**config.mk**
```make
export PLATFORM = sky130hd
export DESIGN_NAME = dual_digit_counter_display
export DESIGN_NICKNAME = d
export VERILOG_FILES = /design/src/rtl/ddisp_pkg.sv /design/src/rtl/ddisp_rst_sync.sv /design/src/rtl/ddisp_tick_div.sv /design/src/rtl/ddisp_bcd_count.sv /design/src/rtl/ddisp_seg_decode.sv /design/src/rtl/dual_digit_counter_display.sv
export SDC_FILE = /design/constraint.sdc
export NUM_CORES = 1
export LEC_CHECK = 0
export BUFFER_PORTS_ARGS = -buffer_cell sky130_fd_sc_hd__buf_4
export CAP_MARGIN = 20
export CORE_MARGIN = 1.5
export CORE_UTILIZATION = 30
export DETAILED_ROUTE_END_ITERATION = 10
export GPL_TIMING_DRIVEN = 1
export PLACE_DENSITY = 0.45
export SYNTH_ARGS = -nofsm -noshare
export SYNTH_HDL_FRONTEND = slang
export SYNTH_SLANG_ARGS = --single-unit
```
**constraint.sdc**
```tcl
create_clock -name clk_i -period 4.7 [get_ports clk_i]
set_input_delay 0.235 -clock clk_i [delete_from_list [all_inputs] [get_ports clk_i]]
set_output_delay 0.235 -clock clk_i [all_outputs]
set_load 0.02 [all_outputs]
```
**src/rtl/ddisp_pkg.sv**
```systemverilog
package ddisp_pkg;
  typedef logic [3:0] bcd_t;
  typedef logic [6:0] glyph_t;
  typedef logic [3:0] anode_t;

  localparam anode_t AN_UNITS   = 4'b1110;
  localparam anode_t AN_TENS    = 4'b1101;
  localparam glyph_t GLYPH_OFF  = 7'b1111111;
  localparam glyph_t GLYPH_ZERO = 7'b0000001;
endpackage

```
**src/rtl/ddisp_rst_sync.sv**
```systemverilog
module ddisp_rst_sync (
  input  logic clk_i,
  input  logic rst_ni,
  output logic rst_sync_no
);
  logic [1:0] stage_q;

  always_ff @(posedge clk_i or negedge rst_ni) begin
    if (!rst_ni) stage_q <= 2'b00;
    else         stage_q <= {stage_q[0], 1'b1};
  end

  assign rst_sync_no = stage_q[1];
endmodule

```
**src/rtl/ddisp_tick_div.sv**
```systemverilog
module ddisp_tick_div #(
  parameter int unsigned PERIOD = 4
) (
  input  logic clk_i,
  input  logic rst_ni,
  output logic tick_o
);
  localparam int unsigned W = (PERIOD > 1) ? $clog2(PERIOD) : 1;
  localparam logic [W-1:0] LAST = W'(PERIOD - 1);

  logic [W-1:0] cnt_q, cnt_d;
  logic         at_last;

  assign at_last = (cnt_q == LAST);

  always_comb begin
    if (at_last) cnt_d = '0;
    else         cnt_d = cnt_q + 1'b1;
  end

  always_ff @(posedge clk_i or negedge rst_ni) begin
    if (!rst_ni) cnt_q <= '0;
    else         cnt_q <= cnt_d;
  end

  assign tick_o = at_last;
endmodule

```
**src/rtl/ddisp_bcd_count.sv**
```systemverilog
module ddisp_bcd_count
  import ddisp_pkg::*;
#(
  parameter int unsigned TOP_TENS  = 1,
  parameter int unsigned TOP_UNITS = 9
) (
  input  logic clk_i,
  input  logic rst_ni,
  input  logic step_i,
  output bcd_t tens_o,
  output bcd_t units_o
);
  localparam bcd_t LAST_TENS  = bcd_t'(TOP_TENS);
  localparam bcd_t LAST_UNITS = bcd_t'(TOP_UNITS);
  localparam bcd_t NINE       = 4'd9;

  bcd_t tens_q, tens_d, units_q, units_d;
  logic at_top;

  assign at_top = (tens_q == LAST_TENS) && (units_q == LAST_UNITS);

  always_comb begin
    tens_d  = tens_q;
    units_d = units_q;
    if (step_i) begin
      if (at_top) begin
        tens_d  = '0;
        units_d = '0;
      end else if (units_q == NINE) begin
        units_d = '0;
        tens_d  = tens_q + 1'b1;
      end else begin
        units_d = units_q + 1'b1;
      end
    end
  end

  always_ff @(posedge clk_i or negedge rst_ni) begin
    if (!rst_ni) begin
      tens_q  <= '0;
      units_q <= '0;
    end else begin
      tens_q  <= tens_d;
      units_q <= units_d;
    end
  end

  assign tens_o  = tens_q;
  assign units_o = units_q;
endmodule

```
**src/rtl/ddisp_seg_decode.sv**
```systemverilog
module ddisp_seg_decode
  import ddisp_pkg::*;
(
  input  bcd_t   digit_i,
  output glyph_t seg_no
);
  always_comb begin
    case (digit_i)
      4'd0:    seg_no = 7'b0000001;
      4'd1:    seg_no = 7'b1001111;
      4'd2:    seg_no = 7'b0010010;
      4'd3:    seg_no = 7'b0000110;
      4'd4:    seg_no = 7'b1001100;
      4'd5:    seg_no = 7'b0100100;
      4'd6:    seg_no = 7'b0100000;
      4'd7:    seg_no = 7'b0001111;
      4'd8:    seg_no = 7'b0000000;
      4'd9:    seg_no = 7'b0000100;
      default: seg_no = GLYPH_OFF;
    endcase
  end
endmodule

```
**src/rtl/dual_digit_counter_display.sv**
```systemverilog
module dual_digit_counter_display
  import ddisp_pkg::*;
#(
  parameter int unsigned STEP_CYCLES    = 25_000_000,
  parameter int unsigned REFRESH_CYCLES = 25_000
) (
  input  logic       clk_i,
  input  logic       rst_ni,
  output logic [6:0] seg_no,
  output logic [3:0] an_no
);
  logic   rst_sync_n;
  logic   step_tick, refresh_tick;
  bcd_t   tens, units, shown;
  logic   sel_q, sel_d;
  glyph_t seg_d, seg_q;
  anode_t an_d, an_q;

  ddisp_rst_sync u_rst (
    .clk_i       (clk_i),
    .rst_ni      (rst_ni),
    .rst_sync_no (rst_sync_n)
  );

  ddisp_tick_div #(.PERIOD(STEP_CYCLES)) u_step_div (
    .clk_i  (clk_i),
    .rst_ni (rst_sync_n),
    .tick_o (step_tick)
  );

  ddisp_tick_div #(.PERIOD(REFRESH_CYCLES)) u_refresh_div (
    .clk_i  (clk_i),
    .rst_ni (rst_sync_n),
    .tick_o (refresh_tick)
  );

  ddisp_bcd_count #(.TOP_TENS(1), .TOP_UNITS(9)) u_count (
    .clk_i   (clk_i),
    .rst_ni  (rst_sync_n),
    .step_i  (step_tick),
    .tens_o  (tens),
    .units_o (units)
  );

  // Digit select: 0 = units, 1 = tens
  always_comb begin
    sel_d = sel_q;
    if (refresh_tick) sel_d = ~sel_q;
  end

  always_comb begin
    shown = sel_q ? tens : units;
    an_d  = sel_q ? AN_TENS : AN_UNITS;
  end

  ddisp_seg_decode u_dec (
    .digit_i (shown),
    .seg_no  (seg_d)
  );

  always_ff @(posedge clk_i or negedge rst_sync_n) begin
    if (!rst_sync_n) begin
      sel_q <= 1'b0;
      seg_q <= GLYPH_ZERO;
      an_q  <= AN_UNITS;
    end else begin
      sel_q <= sel_d;
      seg_q <= seg_d;
      an_q  <= an_d;
    end
  end

  assign seg_no = seg_q;
  assign an_no  = an_q;
endmodule

```
======== Word level (Yosys, flattened, before mapping) ========
Memory sizes are Yosys's and may differ from the RTL's. A register that Yosys moved wholly into a read port is not among the register bits.
Cells that the tools add are included.
cells by class
  muxes and demuxes ....................... 8
  $add $sub $neg .......................... 4
  eq/ne operators ......................... 4
  reductions and logical operators ........ 4
  bitwise gates (word level) .............. 1
operators with widths
  cell                                                             number
  25-bit by 1-bit adder with 25-bit output, second input constant  1
  25-bit == test, second input constant                            1
  25-bit 2-to-1 mux                                                1
  4-bit 2-to-1 mux                                                 5
  15-bit by 1-bit adder with 15-bit output, second input constant  1
  15-bit == test, second input constant                            1
  15-bit 2-to-1 mux                                                1
  4-bit by 1-bit adder with 4-bit output, second input constant    2
  4-bit by 1-bit == test with 1-bit output, second input constant  1
  4-bit == test, second input constant                             1
  2-bit 2-to-1 mux                                                 1
  2-bit AND reduction                                              1
  2-bit nonzero test                                               1
  1-bit logical AND                                                1
  1-bit zero test                                                  1
  1-bit inverter                                                   1
word-level totals
  register bits ........................... 54
  word-level logic and storage cells ...... 29
  memories ................................ 1
  output and inout bits ................... 11
  bits in read-only memories .............. 112
  input port bits ......................... 2
memory list
  memory           words  width  read ports  clocked after memory_dff  wr ports  line                   text
  (no name shown)  16     7      1           1                         0         ddisp_seg_decode.sv:8  case (digit_i)

======== Longest topological paths before layout ========
  depth in word-level cells ............... 4
  mapped depth ............................ 7

======== Modules after synthesis ========
Synthesis repeated with hierarchy kept, for this count alone.
second synthesis, totals
  cells, all modules ...................... 302
  area total of the unflattened synthesis .. 3176.8 sq um
modules (own cells, without submodules)
  module                          area each (sq um)  times used  cells an instance  sequential area each (sq um)
  ddisp_tick_div (u_step_div)     1315.0             1           129                625.6
  ddisp_tick_div (u_refresh_div)  784.5              1           75                 375.4
  ddisp_bcd_count                 457.9              1           42                 200.2
  dual_digit_counter_display      355.3              1           20                 252.7
  ddisp_seg_decode                210.2              1           33                 0.0
  ddisp_rst_sync                  53.8               1           3                  50.0

======== Worst setup path before layout ========
No wires, ideal clock.
  path kind ............................... register -> register
  from .................................... register sel_q
  to ...................................... register seg_q[1], in the netlist seg_no[1]
  required time ........................... 4.552 ns
  setup slack ............................. 2.994 ns
  period minus slack after synthesis ...... 1.706 ns
  setup time .............................. 0.148 ns
  cell stages (with the launch flop) ...... 7
  arrival ................................. 1.558 ns
  cells stage by stage .................... dfrtp_1 > clkbuf_1 > mux2i_1 > inv_1 > ha_1 > o21ai_0 > a21oi_1
on the way
  longest elaborated chain between the ends .. 1
RTL lines
  what                    line                              text
  from (decl)             dual_digit_counter_display.sv:15  logic sel_q, sel_d;
  from (signal assigned)  dual_digit_counter_display.sv:67  sel_q <= sel_d;
  4-bit 2-to-1 mux        dual_digit_counter_display.sv:52  shown = sel_q ? tens : units;
  to (decl)               dual_digit_counter_display.sv:16  glyph_t seg_d, seg_q;
No other way between the ends.
A chain may end at the register's enable or synchronous reset.

======== Worst setup path in the final report ========
  from .................................... register u_step_div.cnt_q[2]
  to ...................................... register u_step_div.cnt_q[24]
on the way
  longest elaborated chain between the ends .. 2
  elaborated cells between the ends (all ways) .. 3
  those cells by class .................... add/sub: 1; eq/ne: 1; mux: 1
RTL lines
  what                                                                        line                                        text
  from (decl)                                                                 ddisp_tick_div.sv:11                        logic [W-1:0] cnt_q, cnt_d;
  from (signal assigned)                                                      ddisp_tick_div.sv:23                        else cnt_q <= cnt_d;
  25-bit by 1-bit adder with 25-bit output or 25-bit == test (tied branches)  ddisp_tick_div.sv:18, ddisp_tick_div.sv:14
  25-bit 2-to-1 mux (*)                                                       ddisp_tick_div.sv:17                        if (at_last) cnt_d = '0;
  via u_step_div.cnt_d[24]                                                    ddisp_tick_div.sv:11
The timed path passes the listed nets; every way through them passes the cells marked *.

==> results.toml <==
[status]
status = "completed"

[worst_setup_path]
path_class = "flip-flop to flip-flop"
cp.arrival_ns = 2.44
slowest_stage = "or4_1"
crit_path_start_kind = "flip-flop"
max_stage_delay_ns = 0.65
worstPathMaxFanout = 14
cp-end-kind = "flip-flop"
crit_required_ns = 4.96
worstPathCellList = "and4_1, nand4_1, or4_1, a21oi_1"

[grt]
grt_usage_pct = 12.0
grt_max_degree = 59
grt_pass1_vias = 1999
antenna_found_initial = 0
grt_pass1_wl_mm = 9.77
grt.overflow.total = 0

[timing]
hold_viol = 0
setup_viol = 0
tightest_slew_ns = 0.853
setup_tns_ns = 0
slew_headroom_pct = 42.6
fin_ws_ns = 2.51
min_period_ns = 2.19
fin_worst_skew_ns = 0.0126
max_freq_mhz = 457
fin_crit_sh_pct = 46.5
rsz0062_at_grt = "false"
final_max_slew_viol_count = 0

[placed_design]
portBuffers = 10
dp_hpwl_mm = 3.62
gp_congestion = 0.762
place_ws_ns = 2.23

[finish]
final_common_cell = "dfrtp_1"
area_growth_pct = 13.0
final_nets = 314
diodes = 0
final_cell_mix = "dfrtp_1, nor2_1, nand2_1"
register_area_mm2 = 0.00151
drive_above_1_share_pct = 15.7
multiInputGateArea_mm2 = 0.00139
nFillCells = 1036

[synth]
yosys.area_share.adder_pct = 5.03
synth-compound-area-share_pct = 7.09
ys_warn_count = 0
synth_seq_area_share_pct = 50.4
syn_area_mm2 = 0.00298
async_reset_ff_share_pct = 100
synth_top_family_by_area = "simple AND/OR/NAND/NOR gates"
synth_ff_type = "dfrtp_1"
synth-edff-count = 0
synthMuxAreaShare_pct = 4.28
synthCells = 284
synthDistinctLibCells = 46
synth-xor-area-share_pct = 7.34
ys_ff_latch = 60
synth-simple-area-share_pct = 22.4
postSynthAreaPerCell_um2 = 10.5

[min_path]
min_path_type = "primary input to asynchronous set/reset pin"

[drt]
wl_met1_mm = 2.68
postRouteAntennaNets = 0
wl_met2_mm = 2.59
dr_wl_met3_um = 147
drtIter0Drc = 48
route.detailed.drc = 0
topRoutingLayerUsed = "met4"
wl_mm = 5.52
via_per_inst = 4.64
vias = 2032
wl_per_cell_um = 12.6
first_pass_iters = 4

[floorplan]
start_util_pct = 30.7
die_y_um = 103
die-area_mm2 = 0.0106
pin_count = 13
coreArea_mm2 = 0.00973
die_x_um = 103
fp-row-count = 36

[clocking]
clk_latency_ns = 0.34
hold_buffers = 1
cts_tree = "done"
numCtsBuffers = 9
cts.sinks = 60
cts_setup_buffers = 0
cts_max_path_buffers = 2
cts.clk_slew.worst_paths_ns = 0.07
cts-root-buf = "clkbuf_8"
cts_resized = 0
cts.htree.levels = 3

[power]
p_leak_nw = 1.52
vdd_drop_max_mv = 0.115
p_total_mw = 0.933
power_density_mw_per_mm2 = 277

[run]
max-cap-violations = 0
[flip-flops by register name, summed over array words and instances (netlist names)]
name                 cells
an_no                    2
seg_no                   7
sel_q                    1
u_count.tens_o           4
u_count.units_o          4
u_refresh_div.cnt_q     15
u_rst.stage_q            2
u_step_div.cnt_q        25
[power breakdown]
part           switching [mW]  internal [mW]
Sequential           0.000211          0.517
Combinational          0.0114        0.00160
Clock                   0.200          0.202
[critical path: cells and delay by family (launching register included)]
kind | cells | cell delay, ns
AND/OR/NAND/NOR | 3 | 1.55
flip-flops | 1 | 0.41
AO/OA/AOI/OAI | 1 | 0.16
[routing by layer]
metal	GRT usage [%]	up-vias
li1	-	1026
met1	15.5	975
met2	19.1	23
met3	3.25	8
met4	4.74	0
met5	0	-
[final timing paths]
path	from	end	slack, ns	depth (start not counted)
worst max-delay path	u_step_div.cnt_q[2]	u_step_div.cnt_q[24]	2.51	4
worst min-delay path	rst_ni	u_rst.stage_q[1]	0.22	2
worst max register to register	u_step_div.cnt_q[2]	u_step_div.cnt_q[24]	2.51	4
worst min register to register	u_rst.stage_q[0]	u_rst.stage_q[1]	0.36	0
max in group asynchronous	u_rst.stage_q[1]	u_count.units_o[0]	3.78	1
min in group clk_i	u_rst.stage_q[0]	u_rst.stage_q[1]	0.36	0
[metrics by stage]
stage	util [%]	std cells	hold slack [ns]	cell area, um2
global route	34.7	438	0.219	3370
floorplan	-	286	-0.0606	2990
detailed placement	32.7	420	0.0193	3180
finish	34.7	438	0.223	3370
global placement	32.7	420	0.0175	3180
CTS	34.5	437	0.198	3360
[synth_stat cells, types with 2 or more instances]
library cell | instances | area (um2)
a21oi_1 | 15 | 75.1
and4_1 | 5 | 43.8
clkbuf_1 | 4 | 15.0
or3_2 | 3 | 22.5
mux2i_1 | 6 | 60.1
o31ai_1 | 6 | 45.0
nor2_1 | 21 | 78.8
and2_1 | 2 | 12.5
buf_4 | 3 | 22.5
nand2b_1 | 3 | 18.8
nor3_1 | 7 | 35.0
xor2_1 | 11 | 96.3
or4_1 | 6 | 45.0
dfrtp_1 | 58 | 1450
or3_1 | 4 | 25.0
o21ai_0 | 12 | 60.1
nand2_1 | 19 | 71.3
nand3_1 | 17 | 85.1
inv_1 | 11 | 41.3
nand4_1 | 7 | 43.8
nor2b_1 | 4 | 25.0
mux2_2 | 6 | 67.6
ha_1 | 12 | 150
nor4_1 | 4 | 25.0
dfstp_2 | 2 | 52.6
nand4_2 | 2 | 25.0
xnor2_1 | 14 | 123
buf_2 | 2 | 10.0
[area by class of cell]
| cell class | instances | area share [%] |
|---|---|---|
| Clock inverter | 5 | 0.816 |
| Multi-Input combinational cell | 205 | 41.1 |
| Timing Repair Buffer | 13 | 3.08 |
| Sequential cell | 60 | 44.6 |
| Tap cell | 133 | 4.94 |
| Inverter | 11 | 1.22 |
| Clock buffer | 11 | 4.19 |
[cells by family (layout without fill, tap and decap cells)]
| family | Yosys count | after routing |
|---|---|---|
| simple gates | 116 | 116 |
| flops | 60 | 60 |
| compound gates | 37 | 37 |
| xor+xnor | 25 | 25 |
| buf+inv | 21 | 40 |
| fa+ha+maj | 12 | 12 |
| mux | 12 | 12 |
| other cells | 1 | 3 |
Power figures use the tool's default switching activity.
